## config.mk

```make
export PLATFORM = sky130hd
export DESIGN_NAME = wprot_ctrl
export DESIGN_NICKNAME = d
export VERILOG_FILES = /design/src/rtl/wprot_pkg.sv /design/src/rtl/wprot_datapath.sv /design/src/rtl/wprot_control.sv /design/src/rtl/wprot_ctrl.sv
export SDC_FILE = /design/constraint.sdc
export NUM_CORES = 1
export LEC_CHECK = 0
export BUFFER_PORTS_ARGS = -buffer_cell sky130_fd_sc_hd__buf_2
export CAP_MARGIN = 20
export CORE_AREA = 2 2 45 47
export CTS_BUF_LIST = sky130_fd_sc_hd__clkbuf_4 sky130_fd_sc_hd__clkbuf_8
export DETAILED_ROUTE_END_ITERATION = 7
export DIE_AREA = 0 0 47 49
export GPL_ROUTABILITY_DRIVEN = 0
export PLACE_DENSITY = 0.79
export SYNTH_ARGS = -nofsm -noshare
export SYNTH_HDL_FRONTEND = slang
export SYNTH_HIERARCHICAL = 1
export SYNTH_SLANG_ARGS = --single-unit
```

## constraint.sdc

```tcl
create_clock -name clk -period 1.85 [get_ports clk]
set_clock_uncertainty 0.05 [all_clocks]
set_input_delay 0.2775 -clock clk [delete_from_list [all_inputs] [get_ports clk]]
set_output_delay 0.2775 -clock clk [all_outputs]
set_load 0.02 [all_outputs]
```

## src/rtl/wprot_pkg.sv

```systemverilog
package wprot_pkg;

  typedef enum logic [2:0] {
    CMD_NONE  = 3'd0,
    CMD_SETWE = 3'd1,
    CMD_CLRWE = 3'd2,
    CMD_WRST  = 3'd3,
    CMD_PROG  = 3'd4,
    CMD_ERASE = 3'd5
  } cmd_e;

  typedef struct packed {
    logic setWel;
    logic clrWel;
    logic capture;
    logic commit;
    logic grant;
    logic deny;
  } strobe_t;

  localparam int STATUS_W   = 8;
  localparam int PIN_EN_BIT = 7;
  localparam int REGION_HI  = 3;
  localparam int REGION_LO  = 2;

endpackage

```

## src/rtl/wprot_datapath.sv

```systemverilog
module wprot_datapath
  import wprot_pkg::*;
#(
  parameter int ADDR_W   = 17,
  parameter bit FULL_MAP = 1'b1
) (
  input  logic              clk,
  input  logic              rstN,
  input  strobe_t           st,
  input  logic [ADDR_W-1:0] cmdAddr,
  input  logic [7:0]        cmdData,
  output logic              wel,
  output logic              pinEn,
  output logic [1:0]        region,
  output logic              inRegion,
  output logic              grantQ,
  output logic              denyQ
);

  logic       captPinEn;
  logic [1:0] captRegion;

  // Region decode; the variant is picked at build time.
  generate
    if (FULL_MAP) begin : g_fullMap
      always_comb begin
        case (region)
          2'b00:   inRegion = 1'b0;
          2'b01:   inRegion = &cmdAddr[ADDR_W-1 -: 2];
          2'b10:   inRegion = cmdAddr[ADDR_W-1];
          default: inRegion = 1'b1;
        endcase
      end
    end else begin : g_wholeOnly
      always_comb inRegion = |region;
    end
  endgenerate

  always_ff @(posedge clk) begin
    if (!rstN) begin
      wel <= 1'b0;
    end else if (st.clrWel || st.commit) begin
      wel <= 1'b0;
    end else if (st.setWel) begin
      wel <= 1'b1;
    end
  end

  always_ff @(posedge clk) begin
    if (!rstN) begin
      captPinEn  <= 1'b0;
      captRegion <= 2'b00;
    end else if (st.capture) begin
      captPinEn  <= cmdData[PIN_EN_BIT];
      captRegion <= cmdData[REGION_HI:REGION_LO];
    end
  end

  always_ff @(posedge clk) begin
    if (!rstN) begin
      pinEn  <= 1'b0;
      region <= 2'b00;
    end else if (st.commit) begin
      pinEn  <= captPinEn;
      region <= captRegion;
    end
  end

  always_ff @(posedge clk) begin
    if (!rstN) begin
      grantQ <= 1'b0;
      denyQ  <= 1'b0;
    end else begin
      grantQ <= st.grant;
      denyQ  <= st.deny;
    end
  end

endmodule

```

## src/rtl/wprot_control.sv

```systemverilog
module wprot_control
  import wprot_pkg::*;
#(
  parameter int WRITE_CYCLES = 8
) (
  input  logic    clk,
  input  logic    rstN,
  input  logic    cmdValid,
  input  cmd_e    cmdKind,
  input  logic    frameEnd,
  input  logic    wpN,
  input  logic    wel,
  input  logic    pinEn,
  input  logic    inRegion,
  output strobe_t st,
  output logic    busy,
  output logic    armed
);

  localparam int CNT_W = (WRITE_CYCLES > 1) ? $clog2(WRITE_CYCLES) : 1;
  localparam logic [CNT_W-1:0] CNT_LOAD = CNT_W'(WRITE_CYCLES - 1);

  typedef enum logic [1:0] {PH_IDLE, PH_ARMED, PH_BUSY} phase_e;

  phase_e          phase, phaseNext;
  logic [CNT_W-1:0] cnt, cntNext;
  logic            pinLock;

  assign pinLock = pinEn && !wpN;
  assign busy    = (phase == PH_BUSY);
  assign armed   = (phase == PH_ARMED);

  always_comb begin
    st        = '0;
    phaseNext = phase;
    cntNext   = cnt;
    case (phase)
      PH_IDLE: begin
        if (cmdValid) begin
          case (cmdKind)
            CMD_SETWE: begin
              st.setWel = 1'b1;
              st.grant  = 1'b1;
            end
            CMD_CLRWE: begin
              st.clrWel = 1'b1;
              st.grant  = 1'b1;
            end
            CMD_PROG, CMD_ERASE: begin
              if (wel && !inRegion) begin
                st.clrWel = 1'b1;
                st.grant  = 1'b1;
              end else begin
                st.deny = 1'b1;
              end
            end
            CMD_WRST: begin
              if (wel && !pinLock) begin
                st.capture = 1'b1;
                phaseNext  = PH_ARMED;
              end else begin
                st.deny = 1'b1;
              end
            end
            default: ;
          endcase
        end
      end
      PH_ARMED: begin
        if (pinLock) begin
          st.deny   = 1'b1;
          phaseNext = PH_IDLE;
        end else if (frameEnd) begin
          st.grant  = 1'b1;
          phaseNext = PH_BUSY;
          cntNext   = CNT_LOAD;
        end else if (cmdValid) begin
          st.deny = 1'b1;
        end
      end
      PH_BUSY: begin
        if (cmdValid) begin
          st.deny = 1'b1;
        end
        if (cnt == '0) begin
          st.commit = 1'b1;
          phaseNext = PH_IDLE;
        end else begin
          cntNext = cnt - 1'b1;
        end
      end
      default: phaseNext = PH_IDLE;
    endcase
  end

  always_ff @(posedge clk) begin
    if (!rstN) begin
      phase <= PH_IDLE;
      cnt   <= '0;
    end else begin
      phase <= phaseNext;
      cnt   <= cntNext;
    end
  end

  // A cancelled pending write never enters the internal cycle.
  AST_ABORT_NO_CYCLE: assert property (@(posedge clk) disable iff (!rstN)
    (armed && pinEn && !wpN) |=> !busy);

endmodule

```

## src/rtl/wprot_ctrl.sv

```systemverilog
module wprot_ctrl
  import wprot_pkg::*;
#(
  parameter int ADDR_W       = 17,
  parameter int WRITE_CYCLES = 8,
  parameter bit FULL_MAP     = 1'b1
) (
  input  logic              clk,
  input  logic              rstN,
  input  logic              wpN,
  input  logic              cmdValid,
  input  logic [2:0]        cmdKind,
  input  logic [ADDR_W-1:0] cmdAddr,
  input  logic [7:0]        cmdData,
  input  logic              frameEnd,
  output logic              grant,
  output logic              deny,
  output logic              busy,
  output logic [7:0]        statusOut
);

  strobe_t    st;
  logic       wel, pinEn, inRegion, armed;
  logic [1:0] region;
  cmd_e       kind;

  assign kind = cmd_e'(cmdKind);

  wprot_control #(.WRITE_CYCLES(WRITE_CYCLES)) u_control (
    .clk(clk), .rstN(rstN), .cmdValid(cmdValid), .cmdKind(kind),
    .frameEnd(frameEnd), .wpN(wpN), .wel(wel), .pinEn(pinEn),
    .inRegion(inRegion), .st(st), .busy(busy), .armed(armed)
  );

  wprot_datapath #(.ADDR_W(ADDR_W), .FULL_MAP(FULL_MAP)) u_datapath (
    .clk(clk), .rstN(rstN), .st(st), .cmdAddr(cmdAddr), .cmdData(cmdData),
    .wel(wel), .pinEn(pinEn), .region(region), .inRegion(inRegion),
    .grantQ(grant), .denyQ(deny)
  );

  assign statusOut = {pinEn, 3'b000, region, wel, busy};

  logic isPgEr;
  assign isPgEr = cmdValid && (kind == CMD_PROG || kind == CMD_ERASE) && !armed && !busy;

  AST_NO_GRANT_WITHOUT_WEL: assert property (@(posedge clk) disable iff (!rstN)
    (isPgEr && !wel) |=> !grant);

  AST_REGION_DENIES: assert property (@(posedge clk) disable iff (!rstN)
    (isPgEr && inRegion) |=> (deny && !grant));

  AST_PULSES_EXCLUSIVE: assert property (@(posedge clk) disable iff (!rstN)
    !(grant && deny));

  AST_CYCLE_END_CLEARS_WEL: assert property (@(posedge clk) disable iff (!rstN)
    $fell(busy) |-> !wel);

  AST_STATUS_HELD_IN_CYCLE: assert property (@(posedge clk) disable iff (!rstN)
    (busy && $past(busy)) |-> $stable(statusOut[7:2]));

endmodule

```

Yosys cells after proc, flatten, opt, wreduce, memory -nomap -nowiden
Index checks and enable logic that the tools add are counted.

word-level totals
  register bits = 14
  latch bits = 0
  RAM bits = 0
  ROM bits = 0
  input bits = 33
  logic and storage cells = 78
  memories = 0

operators by class
  $add $sub $neg = 1
  multiply operators = 0
  divide/modulo/power cells = 0
  magnitude comparators = 0
  eq/ne operators = 17
  shift operators = 0
  muxes and demuxes = 33
  bitwise logic cells = 1
  reductions and logical operators = 17

operators with widths
  operator                                           number
  two-way mux 3 bit                                  5
  two-way mux 2 bit                                  7
  two-way mux 1 bit                                  13
  != test 2 bit (second input constant)              5
  case mux 1 bit (2 select lines)                    4
  == test 3 x 2 -> 1 bit (second input constant)     2
  == test 3 bit (second input constant)              2
  case mux 1 bit (3 select lines)                    2
  case mux 2 bit (3 select lines)                    1
  case mux 3 bit (2 select lines)                    1
  OR reduction 2 bit                                 3
  AND reduction 5 bit                                1
  == test 2 x 1 -> 1 bit (second input constant)     2
  == test 2 bit (second input constant)              2
  logical NOT 2 bit                                  2
  != test 2 x 1 -> 1 bit (second input constant)     2
  AND reduction 4 bit                                1
  == test 3 x 1 -> 1 bit (second input constant)     1
  logical AND 1 bit                                  3
  logical NOT 1 bit                                  3
  logical NOT 3 bit                                  1
  != test 3 x 2 -> 1 bit (second input constant)     1
  subtractor 3 x 1 -> 3 bit (second input constant)  1
  AND reduction 2 bit                                1
  other kinds (3)                                    3

Longest topological paths before layout
Gate-level depths: netlist of run 1.

  depth after elaboration = 10
  depth in mapped cells = 6
  gate-level depth less buffers = 6

By module
The synthesis of run 1 kept the hierarchy.

by module, submodules not included
  module          instances  cells each  area an instance (sq um)
  wprot_control   1          55          415.4
  wprot_datapath  1          28          316.6
  wprot_ctrl      1          7           48.8

Worst setup path after synthesis of run 1
Ideal clock, no wire load.

  path type = reg2reg
  start = reg u_datapath.region[0]
  end = reg u_datapath.denyQ
  setup time = 59 ps
  arrival = 1,282 ps
  setup slack = 459 ps
  cell stages (with the launch flop) = 7
  path buffers = 0
  clock period less this slack = 1,391 ps
  cells stage by stage = dfxtp_1 > o21ai_0 > nand2_1 > nor2b_1 > or3b_1 > a31oi_1 > and2_1

RTL lines
  item                      line                  source
  start: declaration        wprot_datapath.sv:14  output logic [1:0] region,
  start signal: assignment  wprot_datapath.sv:65  region <= captRegion;
  end signal: assignment    wprot_datapath.sv:75  denyQ <= st.deny;
  end: declaration          wprot_datapath.sv:17  output logic denyQ

==> results of run 1 <==
power breakdown:
group	switching, mW	leakage, nW	internal, mW
combinational	0.0309	0.252	0.0246
clock	0.0926	0.0138	0.0754
sequential	0.00129	0.113	0.304
state kept, by name, indices dropped and copies added (netlist names):
signal / flops
u_datapath/captRegion: 2
u_datapath/wel: 1
u_datapath/denyQ: 1
u_datapath/pinEn: 1
u_datapath/region: 2
u_control/phase: 2
u_control/cnt: 3
u_datapath/captPinEn: 1
u_datapath/grantQ: 1
path summary, 6_finish.rpt:
check / from / to / cells after the start
setup reg to reg: u_control/cnt[0] / u_datapath/pinEn / 6
setup / recovery: u_control/cnt[0] / u_datapath/pinEn / 6
hold / removal: cmdData[3] / u_datapath/captRegion[1] / 3
hold reg to reg: u_control/cnt[2] / u_control/cnt[2] / 2
layer usage:
metal,wire [um],global-route usage (%),share of wire (%)
met5,0,0,0
met3,82,3.33,5.9
met2,649,22.8,47
met4,15,6.94,1.1
met1,643,16.3,46
layout by cell type, fill, tap and decap left out, drive strengths merged, types with 3 or more instances in the layout:
cell type | Yosys | routed
dfxtp | 14 | 14
nand2 | 3 | 3
nor2 | 6 | 6
nand3 | 4 | 4
mux2i | 6 | 6
nand2b | 3 | 3
nor2b | 12 | 12
o21ai | 3 | 3
buf | 6 | 20
a31oi | 3 | 3
inv | 7 | 7
clkbuf | 0 | 3
conb | 1 | 3
stage by stage:
stage	total power [mW]	hold WS [ns]	utilization, %
floorplan	0.349	0.345	-
global placement	0.367	0.441	47.6
detailed placement	0.368	0.453	47.6
CTS	0.536	0.206	48.8
global route	0.562	0.219	48.8
finish	0.529	0.211	48.8
kinds of logic after synthesis:
family	after synthesis	synth area share, %
AND/OR/NAND/NOR	39	30.4
multiplexers	6	7.69
buffers and inverters	13	9.13
other	1	0.480
flip-flops	14	35.9
AO/OA/AOI/OAI	15	13.1
adder cells (fa/ha/maj)	2	3.20
critical path: cells and delay by family (launching register included):
kind,cells,cell delay [ns]
and+or+nand+nor,3,0.50
DFF,1,0.33
adders and majority gates,1,0.17
muxes,1,0.24
buffers and inverters,1,0.08
area by class of cell:
cell class                      instances  area, um2
Timing Repair Buffer                   20        100
Fill cell                             194        942
Multi-Input combinational cell         65        437
Inverter                                7       26.3
Sequential cell                        14        280
Tap cell                               27       33.8
Clock buffer                            3       22.5
==> flow_summary.yaml, run 1 <==
run_status:
  status: "completed"
synthesis:
  syn_area_per_cell_um2: 8.67
  synth_cells: 90
  yosysTopAreaCell: "dfxtp_1"
  synth_edf_count: 0
  yosys-top-cells-area: "dfxtp_1 36%, nor2b_1 8.8%, mux2i_1 7.7%, buf_4 5.8%, inv_1 3.4%"
  synth_seq_cells: 14
  synth_most_common_cell: "dfxtp_1"
  syn_area_um2: 781
  synth_ff_type: "dfxtp_1"
  yosysSeqAreaShare_pct: 35.9
  async_flop_share_pct: 0
  synth_warnings: 6
  synthTopCellsByCount: "14 x dfxtp_1, 11 x nor2b_1, 7 x inv_1"
  ys_types: 32
  synth_top_area_share_pct: 35.9
clock_network:
  clk_path_buf_depth: 2
  clk_latency_ns: 0.27
  cts_buffers: 3
  cts_tree: "yes"
  ctsHoldBuffers: 0
  cts_resized: 0
  cts_root_buf: "clkbuf_4"
  h-tree-depth: 1
  cts_sinks: 14
  post_cts_buffers: 0
  clk_pin_slew_ns: 0.08
worst_setup_path:
  worstPathCellList: "inv_1 > ha_1 > nand2b_1 > nor2_1 > mux2i_1 > nor2b_1"
  cp.required_ns: 1.97
  crit_path_max_incr_delay_ns: 0.35
  startpoint_type: "register"
  cp_slowest_cell: "nor2_1"
  critical_path_class: "register to register"
  r2r_slack_ns: 0.37
  worstPathMaxFanout: 4
  end_kind: "register"
  worstPathArrival_ns: 1.60
drt:
  viasPerCell: 4.90
  post_drt_wl_per_cell_um: 10.2
  drt-total-wl_um: 1390
  drcViolationCount: 0
  ant_nets: 0
  first_iter_violations: 6
  vias: 667
  drt-pass1-iter-count: 4
floorplanning:
  core-area_mm2: 0.00184
  die_area_mm2: 0.00230
  row_count: 16
  initial_core_util_pct: 42.4
  fp.dieH_um: 49
  die_x_um: 47
  pin_count: 44
placed_design:
  placed_area_um2: 877
  post-place-ws_ns: 0.318
  dp_hpwl_um: 1090
  placed_cells: 133
  port_buffers: 20
worst_hold_path:
  hp-class: "input pin to register"
flow_run:
  cap_viol_max_count: 0
grt:
  grt_pass1_vias: 609
  antenna_found_initial: 0
  grt_usage_pct: 14.0
  globalRouteOverflowTotal: 0
  grt_first_pass_wirelength_um: 2370
  grt_start_max_net_pins: 15
final_layout:
  areaGrowthSynthToFinish_pct: 15.2
  nets: 146
  insertedDiodeCount: 0
  fin_area_um2: 900
  drive_above_1_share_pct: 22.9
  final_cells: 136
timing:
  setup_slack_ns: 0.369
  finalHoldViolCount: 0
  rsz0062_at_grt: "false"
  timing.setup.tns_ns: 0
  period_share_pct: 80.0
  layout_min_cycle_time_ns: 1.48
  setup_viol: 0
  max_freq_ghz: 0.675
  slew_viol_final: 0
pwr:
  power.density_mw_per_mm2: 588
  vdd_drop_max_mv: 0.333
  power.leakage_nw: 0.379
No activity file was read; power rests on OpenSTA's default activity.
==> run 2: changes to the inputs <==
--- a/config.mk
+++ b/config.mk
@@ -5,14 +5,15 @@
 export SDC_FILE = /design/constraint.sdc
 export NUM_CORES = 1
 export LEC_CHECK = 0
+export ABC_AREA = 1
 export BUFFER_PORTS_ARGS = -buffer_cell sky130_fd_sc_hd__buf_2
 export CAP_MARGIN = 20
-export CORE_AREA = 2 2 45 47
+export CORE_AREA = 2 2 48 50
 export CTS_BUF_LIST = sky130_fd_sc_hd__clkbuf_4 sky130_fd_sc_hd__clkbuf_8
 export DETAILED_ROUTE_END_ITERATION = 7
-export DIE_AREA = 0 0 47 49
+export DIE_AREA = 0 0 50 52
 export GPL_ROUTABILITY_DRIVEN = 0
-export PLACE_DENSITY = 0.79
+export PLACE_DENSITY = 0.75
 export SYNTH_ARGS = -nofsm -noshare
 export SYNTH_HDL_FRONTEND = slang
 export SYNTH_HIERARCHICAL = 1
==> constraint.sdc (replaced) <==
create_clock -name clk -period 1.21 [get_ports clk]
set_clock_uncertainty 0.05 [all_clocks]
set_input_delay 0.1815 -clock clk [delete_from_list [all_inputs] [get_ports clk]]
set_output_delay 0.1815 -clock clk [all_outputs]
set_load 0.02 [all_outputs]
==> flow_summary.yaml, run 2 <==
floorplanning:
  die_area_mm2: 0.00260
  initial_core_util_pct: 39.3
  row_count: 17
  core-area_mm2: 0.00211
  fp.dieH_um: 52
  pin_count: 44
  die_x_um: 50
final_layout:
  regArea_um2: 285
  final_cells: 186
  largest-register: "u_control/cnt"
  multi_input_area_um2: 452
  drive_above_1_share_pct: 38.0
  mostFrequentLayoutCells: "27 x nand2_1, 19 x inv_1, 18 x buf_2, 18 x nor2_1, 11 x buf_4"
  nets: 194
  final_common_cell: "nand2_1"
  insertedDiodeCount: 0
  fin_area_mm2: 0.00112
  largest_register_ff_count: 3
  areaGrowthSynthToFinish_pct: 35.7
  n_fill_cell: 209
worst_setup_path:
  worstPathCellList: "buf_6 > inv_4 > nor2_4 > buf_6"
  worstPathMaxFanout: 3
  critical_path.startpoint: "u_control/phase[1]"
  reg2reg_depth: 8
  crit_end: "busy"
  critical_path_class: "register to output pin"
  worstReg2RegEnd: "u_datapath/denyQ"
  cp_common_cell: "buf_6"
  cp.required_ns: 0.98
  cp_slowest_cell: "dfxtp_2"
  worstPathArrival_ns: 1.01
  end_kind: "output pin"
  r2r_slack_ns: 0
  reg2reg_from: "u_control/phase[1]"
  startpoint_type: "register"
  crit_path_max_incr_delay_ns: 0.35
synthesis:
  syn_area_um2: 827
  async_flop_share_pct: 0
  synth_warnings: 6
  synthSimpleGateAreaFrac_pct: 41.0
  yosys-top-cells-area: "dfxtp_1 34%, nand2_1 13%, inv_1 10%, nor2_1 8.2%, buf_4 6.4%"
  synthAdderAreaFrac_pct: 3.03
  ys_types: 21
  synth_edf_count: 0
  synth_ff_type: "dfxtp_1"
  synth_top_area_share_pct: 33.9
  synth_top_family_by_area: "simple AND/OR/NAND/NOR gates"
  synth_cells: 126
  yosysTopAreaCell: "dfxtp_1"
  syn_area_per_cell_um2: 6.56
  synth_xor_area_share_pct: 0
  synth_most_common_cell: "nand2_1"
  yosysSeqAreaShare_pct: 33.9
  synth_mux_area_share_pct: 0
  synth-compound-area-share_pct: 3.93
  synth_seq_cells: 14
  synthTopCellsByCount: "29 x nand2_1, 23 x inv_1, 18 x nor2_1"
clock_network:
  ctsHoldBuffers: 0
  cts_buffers: 3
  cts_sinks: 14
  cts_root_buf: "clkbuf_4"
  cts_tree: "yes"
  clk_pin_slew_ns: 0.08
  h-tree-depth: 1
  clk_latency_ns: 0.28
  clk_path_buf_depth: 2
placed_design:
  placed_area_mm2: 0.00102
  port_buffers: 20
  placed_cells: 179
  dp_hpwl_um: 1360
timing:
  max_freq_ghz: 0.807
  layout_min_cycle_time_ns: 1.24
  rsz0062_at_grt: "true"
  slew_viol_final: 0
  period_share_pct: 102
  timing.setup.tns_ns: -0.0585
  setup_viol: 2
  finalHoldViolCount: 0
  setup_slack_ns: -0.0297
drt:
  wl_met1_um: 705
  drt-pass1-iter-count: 4
  post_drt_wl_per_cell_um: 9.48
  wl_met3_um: 68
  viasPerCell: 4.42
  first_iter_violations: 4
  vias: 822
  ant_nets: 0
  drcViolationCount: 0
  drt-total-wl_um: 1760
  top_layer: "met4"
  dr_wl_met2_um: 945
pwr:
  p_seq_share_pct: 51.8
  power_switching_mw: 0.214
  power.leakage_nw: 0.596
  vdd_drop_max_mv: 0.666
  p_comb_share_pct: 10.9
  power_frac_clock_pct: 37.4
  switching_share_pct: 23.8
  p_total_mw: 0.901
  internal-power_mw: 0.687
  power.density_mw_per_mm2: 803
worst_hold_path:
  hp-class: "input pin to register"
grt:
  grt_usage_pct: 15.4
  antenna_found_initial: 0
  grt_start_max_net_pins: 13
  grt_first_pass_wirelength_um: 2970
  grt_pass1_vias: 762
  globalRouteOverflowTotal: 0
run_status:
  violations: "setup timing"
  status: "complete, but fails checks"
flow_run:
  cap_viol_max_count: 0
[run 2: cell types whose count changed after synthesis, sizes merged, moves of 2 or more]
cell	change
nor2	+16
nand2b	-3
nand3	+7
nor3	+3
nor2b	-12
nand2	+27
nor3b	-2
a31oi	-3
mux2i	-6
inv	+18
[run 2: final cells by class]
type                    count  area share (%)
repair buffers             33            19.4
multi-input cells          82            40.2
flip-flops and latches     14            25.4
inverters                  25            8.58
clock buffers               4            3.23
well taps                  28            3.12
[run 2: how the worst min path moves through the flow]
stage	start	to	slack (ns)	cells after the start
CTS	cmdData[2]	u_datapath/captRegion[0]	0.14	5
global placement	u_datapath/captRegion[0]	u_datapath/captRegion[0]	0.41	2
finish	cmdData[2]	u_datapath/captRegion[0]	0.14	5
global route	rstN	u_control/cnt[2]	0.17	3
detailed placement	u_datapath/captRegion[0]	u_datapath/captRegion[0]	0.43	2
floorplan	rstN	u_control/cnt[2]	0.23	2
[run 2: cells by family (layout without fill, tap and decap cells)]
kind of cell	count (synthesis)	count (layout)
simple gates	71	71
buf+inv	32	62
flops	14	14
compound gates	6	6
fa+ha+maj	2	2
other cells	1	3
[run 2: power groups by stage]
stage	clock network, mW	registers (mW)	logic (mW)
4_1_cts	0.348	0.467	0.0950
5_1_grt	0.378	0.468	0.110
6_report	0.337	0.467	0.0978
2_1_floorplan	0	0.481	0.0587
3_3_place_gp	0	0.478	0.0903
3_5_place_dp	0	0.478	0.0937
[run 2: repair_timing]
action	in CTS	in global routing
setup endpoints to repair	9	15
endpoints found under the hold margin	0	0
buffers inserted	2	1
pin swaps	3	12
resized for setup	10	7
[run 2: critical path: cells and delay by family, from the launching register on]
kind,cells,cell delay [ns]
DFF,1,0.35
buffers and inverters,3,0.27
and+or+nand+nor,1,0.10
[run 2: metal layers]
| metal | GRT usage, % | vias up |
|---|---|---|
| met3 | 3.45 | 5 |
| met5 | 0 | - |
| met2 | 29.8 | 24 |
| met4 | 8.80 | 0 |
| met1 | 14.8 | 356 |
| li1 | - | 437 |
[run 2: stage by stage]
step           hold slack (ns)  worst slack, ns  util (%)
2_1_floorplan            0.229          0.00816         -
3_3_place_gp             0.410          -0.0351      48.6
3_5_place_dp             0.433          -0.0534      48.6
4_1_cts                  0.136          -0.0497      52.0
5_1_grt                  0.173           -0.109      53.3
6_report                 0.138          -0.0297      53.3
